`src/rtl/xpt_ld_pkg.sv`:
```
package xpt_ld_pkg;

  typedef enum logic [1:0] {LD_IDLE, LD_SHIFT, LD_COMMIT} ld_state_e;
  typedef enum logic [1:0] {CM_IDLE, CM_GAP, CM_LOW, CM_DONE} cm_state_e;

  // Round a time in nanoseconds up to whole system clock cycles.
  function automatic int unsigned ns_to_cycles(input int unsigned ns,
                                               input longint unsigned clk_hz);
    longint unsigned num;
    num = 64'(ns) * clk_hz + 64'd999_999_999;
    return 32'(num / 64'd1_000_000_000);
  endfunction

  // Cycles per serial clock period are legal when the rate lies between
  // 20 kHz and 5 MHz and both phases last at least 100 ns. The 100 ns
  // phases also cover the 20 ns setup and 40 ns hold limits.
  function automatic bit sclk_div_ok(input int unsigned div,
                                     input longint unsigned clk_hz);
    int unsigned min_phase;
    longint unsigned min_div;
    longint unsigned max_div;
    min_phase = ns_to_cycles(100, clk_hz);
    min_div   = (clk_hz + 64'd4_999_999) / 64'd5_000_000;
    max_div   = clk_hz / 64'd20_000;
    return (64'(div) >= min_div) && (64'(div) <= max_div) &&
           (div / 2 >= min_phase) && (div - div / 2 >= min_phase);
  endfunction

  function automatic int unsigned at_least_one(input int unsigned v);
    return (v == 0) ? 1 : v;
  endfunction

endpackage

```
`src/rtl/xpt_ld_phase.sv`:
```
module xpt_ld_phase #(
  parameter int unsigned DIV = 40
) (
  input  logic clk,
  input  logic rst_n,
  input  logic run_i,
  output logic sclk_o,
  output logic rise_o,
  output logic fall_o
);
  localparam int unsigned HIGH_CYC = DIV / 2;
  localparam int unsigned LOW_CYC  = DIV - HIGH_CYC;
  localparam int unsigned PW       = $clog2(DIV);
  localparam int unsigned HW       = $clog2(DIV + 1);

  logic [PW-1:0] ph_q;
  logic [PW-1:0] ph_inc;
  logic          sclk_q;
  logic          wrap_w;

  assign wrap_w = (ph_q == PW'(DIV - 1));
  assign ph_inc = ph_q + 1'b1;

  always_ff @(posedge clk or negedge rst_n) begin
    if (!rst_n) begin
      ph_q   <= '0;
      sclk_q <= 1'b0;
    end else if (!run_i || wrap_w) begin
      ph_q   <= '0;
      sclk_q <= 1'b0;
    end else begin
      ph_q   <= ph_inc;
      sclk_q <= (ph_inc >= PW'(LOW_CYC));
    end
  end

  assign sclk_o = sclk_q;
  // Events flag the cycle whose closing edge moves the serial clock.
  assign rise_o = run_i && (ph_q == PW'(LOW_CYC - 1));
  assign fall_o = run_i && wrap_w;

  // Checker: length of each high phase, counted independently.
  logic [HW-1:0] hi_len_q;
  always_ff @(posedge clk or negedge rst_n) begin
    if (!rst_n)      hi_len_q <= '0;
    else if (sclk_q) hi_len_q <= hi_len_q + 1'b1;
    else             hi_len_q <= '0;
  end

  p_sclk_parked_r5: assert property (@(posedge clk) disable iff (!rst_n)
    !run_i |=> !sclk_o);

  p_high_len_r5: assert property (@(posedge clk) disable iff (!rst_n)
    $fell(sclk_o) |-> (hi_len_q == HW'(HIGH_CYC)));

endmodule

```
`src/rtl/xpt_ld_image.sv`:
```
module xpt_ld_image #(
  parameter int unsigned T = 512
) (
  input  logic         clk,
  input  logic         rst_n,
  input  logic         load_i,
  input  logic [T-1:0] cfg_i,
  input  logic         shift_i,
  output logic         bit_o,
  output logic         last_o
);
  localparam int unsigned CW = $clog2(T + 1);

  logic [T-1:0]  img_q;
  logic [CW-1:0] cnt_q;

  always_ff @(posedge clk or negedge rst_n) begin
    if (!rst_n) begin
      img_q <= '0;
      cnt_q <= '0;
    end else if (load_i) begin
      img_q <= cfg_i;
      cnt_q <= '0;
    end else if (shift_i) begin
      img_q <= {img_q[T-2:0], 1'b0};
      cnt_q <= cnt_q + 1'b1;
    end
  end

  // The highest index leaves first: far device, top row, top column.
  assign bit_o  = img_q[T-1];
  assign last_o = (cnt_q == CW'(T - 1));

  p_shift_bounded_r3: assert property (@(posedge clk) disable iff (!rst_n)
    shift_i |-> (cnt_q < CW'(T)));

endmodule

```
`src/rtl/xpt_ld_commit.sv`:
```
module xpt_ld_commit
  import xpt_ld_pkg::*;
#(
  parameter int unsigned GAP_CYC = 13,
  parameter int unsigned STB_CYC = 13
) (
  input  logic clk,
  input  logic rst_n,
  input  logic arm_i,
  output logic strobe_n_o,
  output logic done_o,
  output logic active_o
);
  localparam int unsigned MAXC = (GAP_CYC > STB_CYC) ? GAP_CYC : STB_CYC;
  localparam int unsigned CW   = $clog2(MAXC + 2);

  cm_state_e     st_q;
  logic [CW-1:0] cnt_q;
  logic          stb_n_q;

  always_ff @(posedge clk or negedge rst_n) begin
    if (!rst_n) begin
      st_q    <= CM_IDLE;
      cnt_q   <= '0;
      stb_n_q <= 1'b1;
    end else begin
      case (st_q)
        CM_IDLE: if (arm_i) begin
          st_q  <= CM_GAP;
          cnt_q <= '0;
        end
        CM_GAP: if (cnt_q == CW'(GAP_CYC - 1)) begin
          st_q    <= CM_LOW;
          cnt_q   <= '0;
          stb_n_q <= 1'b0;
        end else begin
          cnt_q <= cnt_q + 1'b1;
        end
        CM_LOW: if (cnt_q == CW'(STB_CYC - 1)) begin
          st_q    <= CM_DONE;
          stb_n_q <= 1'b1;
        end else begin
          cnt_q <= cnt_q + 1'b1;
        end
        CM_DONE: st_q <= CM_IDLE;
        default: st_q <= CM_IDLE;
      endcase
    end
  end

  assign strobe_n_o = stb_n_q;
  assign done_o     = (st_q == CM_DONE);
  assign active_o   = (st_q != CM_IDLE);

  // Checker counters: strobe low run and cycles since arming.
  logic [CW-1:0] low_len_q;
  logic [CW:0]   quiet_q;
  always_ff @(posedge clk or negedge rst_n) begin
    if (!rst_n) begin
      low_len_q <= '0;
      quiet_q   <= '0;
    end else begin
      low_len_q <= stb_n_q ? '0 : low_len_q + 1'b1;
      if (arm_i)              quiet_q <= (CW+1)'(1);
      else if (!(&quiet_q))   quiet_q <= quiet_q + 1'b1;
    end
  end

  p_strobe_width_r7: assert property (@(posedge clk) disable iff (!rst_n)
    $rose(strobe_n_o) |-> (low_len_q == CW'(STB_CYC)));

  p_strobe_gap_r7: assert property (@(posedge clk) disable iff (!rst_n)
    $fell(strobe_n_o) |-> (quiet_q == (CW+1)'(GAP_CYC + 1)));

  p_done_on_release_r10: assert property (@(posedge clk) disable iff (!rst_n)
    done_o |-> $rose(strobe_n_o));

  p_done_single_r10: assert property (@(posedge clk) disable iff (!rst_n)
    done_o |=> !done_o);

endmodule

```
`src/rtl/xpt_chain_loader.sv`:
```
module xpt_chain_loader
  import xpt_ld_pkg::*;
#(
  parameter int unsigned     N_DEV       = 2,
  parameter int unsigned     GRID        = 16,
  parameter longint unsigned CLK_HZ      = 200_000_000,
  parameter int unsigned     SCLK_DIV    = 40,
  parameter int unsigned     GAP_NS      = 65,
  parameter int unsigned     STB_NS      = 65,
  parameter int unsigned     LIMIT_NS    = 5_000_000
) (
  input  logic                       clk,
  input  logic                       rst_n,
  input  logic                       start_i,
  input  logic [N_DEV*GRID*GRID-1:0] cfg_i,
  output logic                       busy_o,
  output logic                       done_o,
  output logic                       sclk_o,
  output logic                       sdata_o,
  output logic                       strobe_n_o
);
  localparam int unsigned T         = N_DEV * GRID * GRID;
  localparam int unsigned HIGH_CYC  = SCLK_DIV / 2;
  localparam int unsigned GAP_CYC   = at_least_one(ns_to_cycles(GAP_NS, CLK_HZ));
  localparam int unsigned STB_CYC   = at_least_one(ns_to_cycles(STB_NS, CLK_HZ));
  localparam int unsigned LIMIT_CYC = 32'(CLK_HZ / 64'd1_000_000_000 * 64'(LIMIT_NS)
                                      + (CLK_HZ % 64'd1_000_000_000) * 64'(LIMIT_NS)
                                        / 64'd1_000_000_000);
  localparam int unsigned TAIL_CYC  = HIGH_CYC + GAP_CYC + STB_CYC;
  localparam int unsigned RW        = $clog2(T + 2);
  localparam int unsigned SW        = $clog2(LIMIT_CYC + 2);

  if (!sclk_div_ok(SCLK_DIV, CLK_HZ)) begin : g_bad_div
    $error("serial clock divider gives an illegal rate or phase width");
  end
  if (TAIL_CYC > LIMIT_CYC) begin : g_bad_tail
    $error("commit strobe cannot finish inside the hold deadline");
  end

  ld_state_e st_q;

  logic accept_w;
  logic run_w;
  logic rise_w;
  logic fall_w;
  logic last_w;
  logic arm_w;
  logic cm_done_w;
  logic cm_active_w;

  assign accept_w = start_i && (st_q == LD_IDLE);
  assign run_w    = (st_q == LD_SHIFT);
  assign arm_w    = fall_w && last_w;

  always_ff @(posedge clk or negedge rst_n) begin
    if (!rst_n) begin
      st_q <= LD_IDLE;
    end else begin
      case (st_q)
        LD_IDLE:   if (accept_w)  st_q <= LD_SHIFT;
        LD_SHIFT:  if (arm_w)     st_q <= LD_COMMIT;
        LD_COMMIT: if (cm_done_w) st_q <= LD_IDLE;
        default:                  st_q <= LD_IDLE;
      endcase
    end
  end

  xpt_ld_phase #(.DIV(SCLK_DIV)) u_phase (
    .clk    (clk),
    .rst_n  (rst_n),
    .run_i  (run_w),
    .sclk_o (sclk_o),
    .rise_o (rise_w),
    .fall_o (fall_w)
  );

  xpt_ld_image #(.T(T)) u_image (
    .clk     (clk),
    .rst_n   (rst_n),
    .load_i  (accept_w),
    .cfg_i   (cfg_i),
    .shift_i (fall_w),
    .bit_o   (sdata_o),
    .last_o  (last_w)
  );

  xpt_ld_commit #(.GAP_CYC(GAP_CYC), .STB_CYC(STB_CYC)) u_commit (
    .clk        (clk),
    .rst_n      (rst_n),
    .arm_i      (arm_w),
    .strobe_n_o (strobe_n_o),
    .done_o     (cm_done_w),
    .active_o   (cm_active_w)
  );

  assign busy_o = (st_q != LD_IDLE);
  assign done_o = cm_done_w;

  // Checker counters: rises per load and cycles since the latest rise.
  logic [RW-1:0] rises_q;
  logic [SW-1:0] since_rise_q;
  always_ff @(posedge clk or negedge rst_n) begin
    if (!rst_n) begin
      rises_q      <= '0;
      since_rise_q <= '0;
    end else begin
      if (accept_w)    rises_q <= '0;
      else if (rise_w) rises_q <= rises_q + 1'b1;
      if (rise_w)                                since_rise_q <= '0;
      else if (since_rise_q != SW'(LIMIT_CYC + 1)) since_rise_q <= since_rise_q + 1'b1;
    end
  end

  p_rise_total_r3: assert property (@(posedge clk) disable iff (!rst_n)
    $fell(strobe_n_o) |-> (rises_q == RW'(T)));

  p_data_hold_r6: assert property (@(posedge clk) disable iff (!rst_n)
    sclk_o |-> $stable(sdata_o));

  p_commit_deadline_r8: assert property (@(posedge clk) disable iff (!rst_n)
    done_o |-> (since_rise_q <= SW'(LIMIT_CYC)));

  p_strobe_parked_r9: assert property (@(posedge clk) disable iff (!rst_n)
    !cm_active_w |-> strobe_n_o);

  p_sclk_idle_r5: assert property (@(posedge clk) disable iff (!rst_n)
    (st_q != LD_SHIFT) |=> !sclk_o);

endmodule

```
`config.mk`:
```
export PLATFORM = sky130hd
export DESIGN_NAME = xpt_chain_loader
export DESIGN_NICKNAME = d
export VERILOG_FILES = /design/src/rtl/xpt_ld_pkg.sv /design/src/rtl/xpt_ld_phase.sv /design/src/rtl/xpt_ld_image.sv /design/src/rtl/xpt_ld_commit.sv /design/src/rtl/xpt_chain_loader.sv
export SDC_FILE = /design/constraint.sdc
export NUM_CORES = 1
export LEC_CHECK = 0
export ABC_AREA = 1
export CAP_MARGIN = 0
export CORE_MARGIN = 8
export CORE_UTILIZATION = 47
export CTS_BUF_LIST = sky130_fd_sc_hd__clkbuf_16
export CTS_CLUSTER_SIZE = 40
export DETAILED_ROUTE_END_ITERATION = 12
export PLACE_DENSITY = 0.79
export SETUP_SLACK_MARGIN = 0.4
export SYNTH_ARGS = -nofsm -noshare
export SYNTH_HDL_FRONTEND = slang
export SYNTH_SLANG_ARGS = --single-unit
```
`constraint.sdc`:
```
create_clock -name clk -period 1.65 [get_ports clk]
set_clock_uncertainty 0.1 [all_clocks]
set_input_delay 0.4125 -clock clk [delete_from_list [all_inputs] [get_ports clk]]
set_output_delay 0.4125 -clock clk [all_outputs]
set_load 0.01 [all_outputs]
```
## Word-level counts from Yosys, hierarchy flattened

Index checks and enable logic that the tools add are counted.

- Register bits: 538
- Input bits: 515
- Logic and storage cells: 63

- $add $sub $neg: 3
- Magnitude comparators: 1
- Equal/unequal tests: 15
- Mux-type cells: 21
- Reductions and logical operators: 15

Operators by type and width:

| kind | number |
|---|---|
| $mux W512 | 2 |
| $mux W10 | 2 |
| $mux W2 | 6 |
| $mux W4 | 3 |
| $pmux W4 S3 | 1 |
| $reduce_and A3 Y1 | 4 |
| $add A10 B1 Y10 const B | 1 |
| $eq A10 B9 Y1 const B | 1 |
| $ne A2 B2 Y1 const B | 5 |
| $pmux W2 S4 | 1 |
| $add A6 B1 Y6 const B | 1 |
| $eq A2 B2 Y1 const B | 3 |
| $eq A6 B6 Y1 const B | 1 |
| $ge A6 B5 Y1 const B | 1 |
| $mux W6 | 1 |
| $pmux W2 S3 | 1 |
| $reduce_bool A2 Y1 | 3 |
| $add A4 B1 Y4 const B | 1 |
| $eq A2 B1 Y1 const B | 2 |
| $eq A4 B4 Y1 const B | 1 |
| $logic_not A2 Y1 | 2 |
| $ne A2 B1 Y1 const B | 2 |
| $logic_and A1 B1 Y1 | 3 |
| $mux W1 | 3 |
| 4 further kinds | 4 |

## Logic depth before layout (Yosys ltp)

- Depth in word-level cells: 5
- Depth in mapped cells: 10
- Depth with buffers taken out: 9

## Cells and area by module

A second synthesis with hierarchy kept.

- Cell total of the unflattened synthesis: 2413
- Area total of the unflattened synthesis: 23603.9 um2

Modules (own cells, without submodules):

| module | instances | cells each | area each (um2) |
|---|---|---|---|
| xpt_ld_image | 1 | 2297 | 22646.7 |
| xpt_ld_commit | 1 | 55 | 481.7 |
| xpt_ld_phase | 1 | 46 | 370.4 |
| xpt_chain_loader | 1 | 15 | 105.1 |

## Worst setup path before layout

OpenSTA, ideal clock, no wires.

- Path type: register to register
- Start point: reg u_phase.ph_q[0]
- End point: reg u_image.img_q[100]
- Library setup time: 0.126 ns
- Arrival: 1.508 ns
- Data required time: 1.424 ns
- Setup slack: -0.084 ns
- Cell stages (with the launch flop): 10
- Buffers on the path: 3
- Period minus slack after synthesis: 1.734 ns
- Path through: dfrtp_1 -> ha_1 -> nand2_1 -> nor2_2 -> nand3_4 -> nand2_4 -> buf_6 -> buf_6 -> buf_6 -> a31oi_1

- Longest elaborated chain between the ends: 3

Ends and longest elaborated chain:

| element | RTL line | text |
|---|---|---|
| from (decl) | xpt_ld_phase.sv:16 | `logic [PW-1:0] ph_q;` |
| from (signal assigned) | xpt_ld_phase.sv:32 | `ph_q <= ph_inc;` |
| $eq A6 B6 Y1 | xpt_ld_phase.sv:21 | `assign wrap_w = (ph_q == PW'(DIV - 1));` |
| $logic_and A1 B1 Y1 | xpt_ld_phase.sv:40 | `assign fall_o = run_i && wrap_w;` |
| $reduce_bool A2 Y1 (no source line) | - |  |
| to (signal assigned) | xpt_ld_image.sv:22 | `img_q <= cfg_i;` |
| to (signal assigned) | xpt_ld_image.sv:25 | `img_q <= {img_q[T-2:0], 1'b0};` |
| to (decl) | xpt_ld_image.sv:14 | `logic [T-1:0] img_q;` |

No other way between the ends.
A chain may end at the register's enable or synchronous reset.

## Worst setup path in the final report

- Start point: reg u_phase.ph_q[1]
- End point: reg u_image.img_q[27]

The elaborated chain is that of the path after synthesis.

==> flow_metrics.env <==
export IMPL_run_status="finished, violations left"
export IMPL_violations="negative setup slack"
export IMPL_clk_latency_ns=0.61
export IMPL_syn_to_final_growth_pct=47.49
export IMPL_routed_wl_um=89370
export IMPL_hold_path_class="input pin to asynchronous set/reset pin"
export IMPL_synth_fp_nets=3509
export IMPL_dr_pass1_iters=6
export IMPL_grt_pass1_wl_um=126400
export IMPL_start_util_pct=47.30
export IMPL_fin_crit_ns=2.075
export IMPL_synth_xor_area_share_pct=0.1063
export IMPL_viasPerCell=5.742
export IMPL_ir_drop_mv=0.8041
export IMPL_max_freq_mhz=482.0
export IMPL_netlist_instances=2984
export IMPL_finalWorstSetupSlack_ns=-0.4247
export IMPL_syn_area_per_cell_um2=8.280
export IMPL_syn_area_um2=24710
export IMPL_fp_row_count=84
export IMPL_synth_cell_type_count=29
export IMPL_reg2regPathDepth=11
export IMPL_pwr_share_seq_pct=49.3
export IMPL_grt_pass1_vias=23800
export IMPL_postRouteAntennaNets=0
export IMPL_vias=25020
export IMPL_rsz0062_at_grt="true"
export IMPL_clock_path_buffers=3
export IMPL_grt_use_total_pct=25.82
export IMPL_wl_per_cell_um=20.51
export IMPL_fp_dieW_um=245.3
export IMPL_remaining_drc_errors=0
export IMPL_tightest_slew_ns=0.3751
export IMPL_leakage_uw=0.01494
export IMPL_switching_share_pct=21.82
export IMPL_power_density_nw_per_um2=733.6
export IMPL_synthMuxAreaShare_pct=0.04051
export IMPL_final_util_pct=69.77
export IMPL_power_share_clock_pct=44.4
export IMPL_startpoint_type="flop"
export IMPL_slew_violations=0
export IMPL_hpwl_um=52580
export IMPL_grt_max_degree=68
export IMPL_finalHoldViolCount=0
export IMPL_grt_ovfl_total=0
export IMPL_finalPower_uw=26730
export IMPL_coreArea_um2=52240
export IMPL_num_io_pins=520
export IMPL_worstPathMaxFanout=8
export IMPL_ys_warn_count=0
export IMPL_die_h_um=245.3
export IMPL_htreeDepth=2
export IMPL_power_switching_uw=5833
export IMPL_cts_tree="done"
export IMPL_p_int_uw=20900
export IMPL_synth_compound_area_share_pct=13.29
export IMPL_tns_ns=-138.90
export IMPL_io_buffers=519
export IMPL_dieArea_um2=60160
export IMPL_drt_iter0_markers=2328
export IMPL_finalCritPeriodShare_pct=125.7
export IMPL_yosys_area_share_simple_pct=25.43
export IMPL_finalSetupViolations=531
export IMPL_end_kind="flop"
export IMPL_numClockSinks=538
export IMPL_fin_nets=4146
export IMPL_cts_root_buf="clkbuf_16"
export IMPL_comb_power_share_pct=6.3
export IMPL_slew_headroom_pct=74.99
export IMPL_cts_buffers=55
export IMPL_clkSlewWorstSetupHoldPaths_ns=0.06
export IMPL_synth_seq_area_share_pct=54.49
export IMPL_maxCapViolations=0
export IMPL_synth_seq_cells=538
export IMPL_crit_arrival_ns=2.46
export IMPL_crit_required_ns=2.03
export IMPL_layout_drive_gt1_share_pct=13.32
export IMPL_grt_antenna_before_repair=12
export IMPL_yosys_area_share_adder_pct=0.5064
export IMPL_criticalPathCategory="flop to flop"
export IMPL_gp_congestion=0.8624
export IMPL_synth_top_family_by_area="simple AND/OR/NAND/NOR gates"
-- synthesized netlist by cell type --
library cell / number / area share [%]
o21bai_1: 2 / 0.061
o21ai_0: 6 / 0.12
o21ai_2: 1 / 0.035
buf_2: 85 / 1.7
or2_2: 3 / 0.076
nand2_1: 1082 / 16
clkbuf_1: 49 / 0.74
o31ai_1: 1 / 0.030
buf_1: 8 / 0.12
nor2_2: 2 / 0.051
buf_6: 35 / 1.6
nand3_4: 1 / 0.071
nand3_2: 1 / 0.041
ha_1: 10 / 0.51
xor2_1: 3 / 0.11
buf_4: 51 / 1.5
inv_1: 25 / 0.38
a31oi_1: 511 / 13
nor3b_1: 1 / 0.030
o21ai_1: 1 / 0.020
inv_2: 2 / 0.030
mux2i_1: 1 / 0.041
nand2_4: 1 / 0.046
dfstp_2: 1 / 0.11
a21oi_1: 4 / 0.081
nor2_1: 534 / 8.1
nand3_1: 19 / 0.38
dfrtp_1: 537 / 54
nand4_1: 7 / 0.18
-- final timing paths --
kind                                        from                 end  slack (ns)
worst max register to register   u_phase.ph_q[1]   u_image.img_q[27]       -0.42
min in group clk                        cfg_i[0]    u_image.img_q[0]        0.27
max in group asynchronous                  rst_n  u_image.img_q[173]        0.57
worst min-delay path                       rst_n    u_image.img_q[2]        0.17
worst max-delay path             u_phase.ph_q[1]   u_image.img_q[27]       -0.42
worst min register to register  u_image.img_q[0]    u_image.img_q[0]        0.40
-- state kept, by name, indices dropped and copies added (netlist names) --
name	count
u_image.cnt_q	10
u_image.img_q	512
u_commit.strobe_n_o	1
u_phase.sclk_o	1
st_q	2
u_commit.cnt_q	4
u_phase.ph_q	6
u_commit.st_q	2
-- worst max-delay path: stages (launching register included) --
cell and delay, ns:
dfrtp_1 0.40, ha_4 0.17, nand2_4 0.06, nor2_4 0.13, nand3_4 0.13, nand2_8 0.13
buf_4 0.12, buf_12 0.12, buf_16 0.14, clkbuf_16 0.16, nor2_1 0.05, a31oi_1 0.23
-- metrics by stage --
stage	setup slack, ns	instances	hold WS [ns]	cell area [um2]
finish	-0.4247	4357	0.1747	36440
global route	-0.5319	4354	0.1708	36440
CTS	-0.2835	4295	0.1769	34820
detailed placement	-0.5377	4128	0.2062	31410
global placement	-0.5046	4128	0.2041	31410
floorplan	-0.06403	2984	0.01691	24850
-- kinds of logic (layout without fill, tap and decap cells) --
| kind of cell | after synthesis | after routing |
|---|---|---|
| and+or+nand+nor | 1651 | 1652 |
| DFF | 538 | 538 |
| AOI/OAI and AO/OA | 526 | 526 |
| buffers and inverters | 255 | 927 |
| adders and majority gates | 10 | 10 |
| xor gates and xnor gates | 3 | 3 |
| muxes | 1 | 1 |
| other | 0 | 12 |
-- layout make-up --
class,count,area (um2)
Clock inverter,37,255.2
Timing Repair Buffer,807,9940
Antenna cell,12,30.03
Fill cell,3590,15790
Tap cell,688,860.8
Clock buffer,56,1401
Multi-Input combinational cell,2192,10380
Sequential cell,538,13460
Inverter,27,111.4
-- cell usage in the layout (no fill, tap or decap), types with 3 or more instances in the layout --
cell type	synthesis	final
nor2_2	2	48
inv_1	25	30
inv_2	2	4
clkinv_2	0	9
a31oi_1	511	484
clkbuf_16	0	89
nand2_1	1082	1078
bufinv_16	0	3
a31oi_4	0	11
buf_6	35	22
nand3_1	19	19
buf_4	51	101
dfrtp_1	537	537
buf_2	85	3
o21ai_0	6	3
ha_4	0	3
buf_16	0	44
a31oi_2	0	16
nor2_4	0	23
clkdlybuf4s50_1	0	513
nor2_1	534	465
xor2_1	3	3
buf_8	0	18
clkinv_1	0	12
nand4_1	7	7
a21oi_1	4	4
buf_12	0	70
diode_2	0	12
ha_1	10	5
o21ai_1	1	4
-- power by group through the flow --
stage         registers (uW)  logic (uW)  clock network [uW]
3_3_place_gp           13400        1670                   0
3_5_place_dp           13400        1660                   0
4_1_cts                13200        1680               11900
5_1_grt                13200        1780               12500
6_report               13200        1680               11900
-- routing by layer --
layer,up-vias,global-route usage (%),wire (um)
li1,11220,-,-
met1,12010,32.49,33460
met2,1468,42.98,43920
met3,326,4.880,7504
met4,4,11.76,4451
met5,-,0,27
-- what timing repair did --
item | 4_1_cts | 5_1_grt
hold buffers | 1 | 0
pin swaps | 8 | 4
buffers inserted | 41 | 13
resized for setup | 134 | 139
cloned | 32 | 37
setup endpoints to repair | 540 | 543
endpoints found under the hold margin | 409 | 0
(Power assumes the default switching activity.)
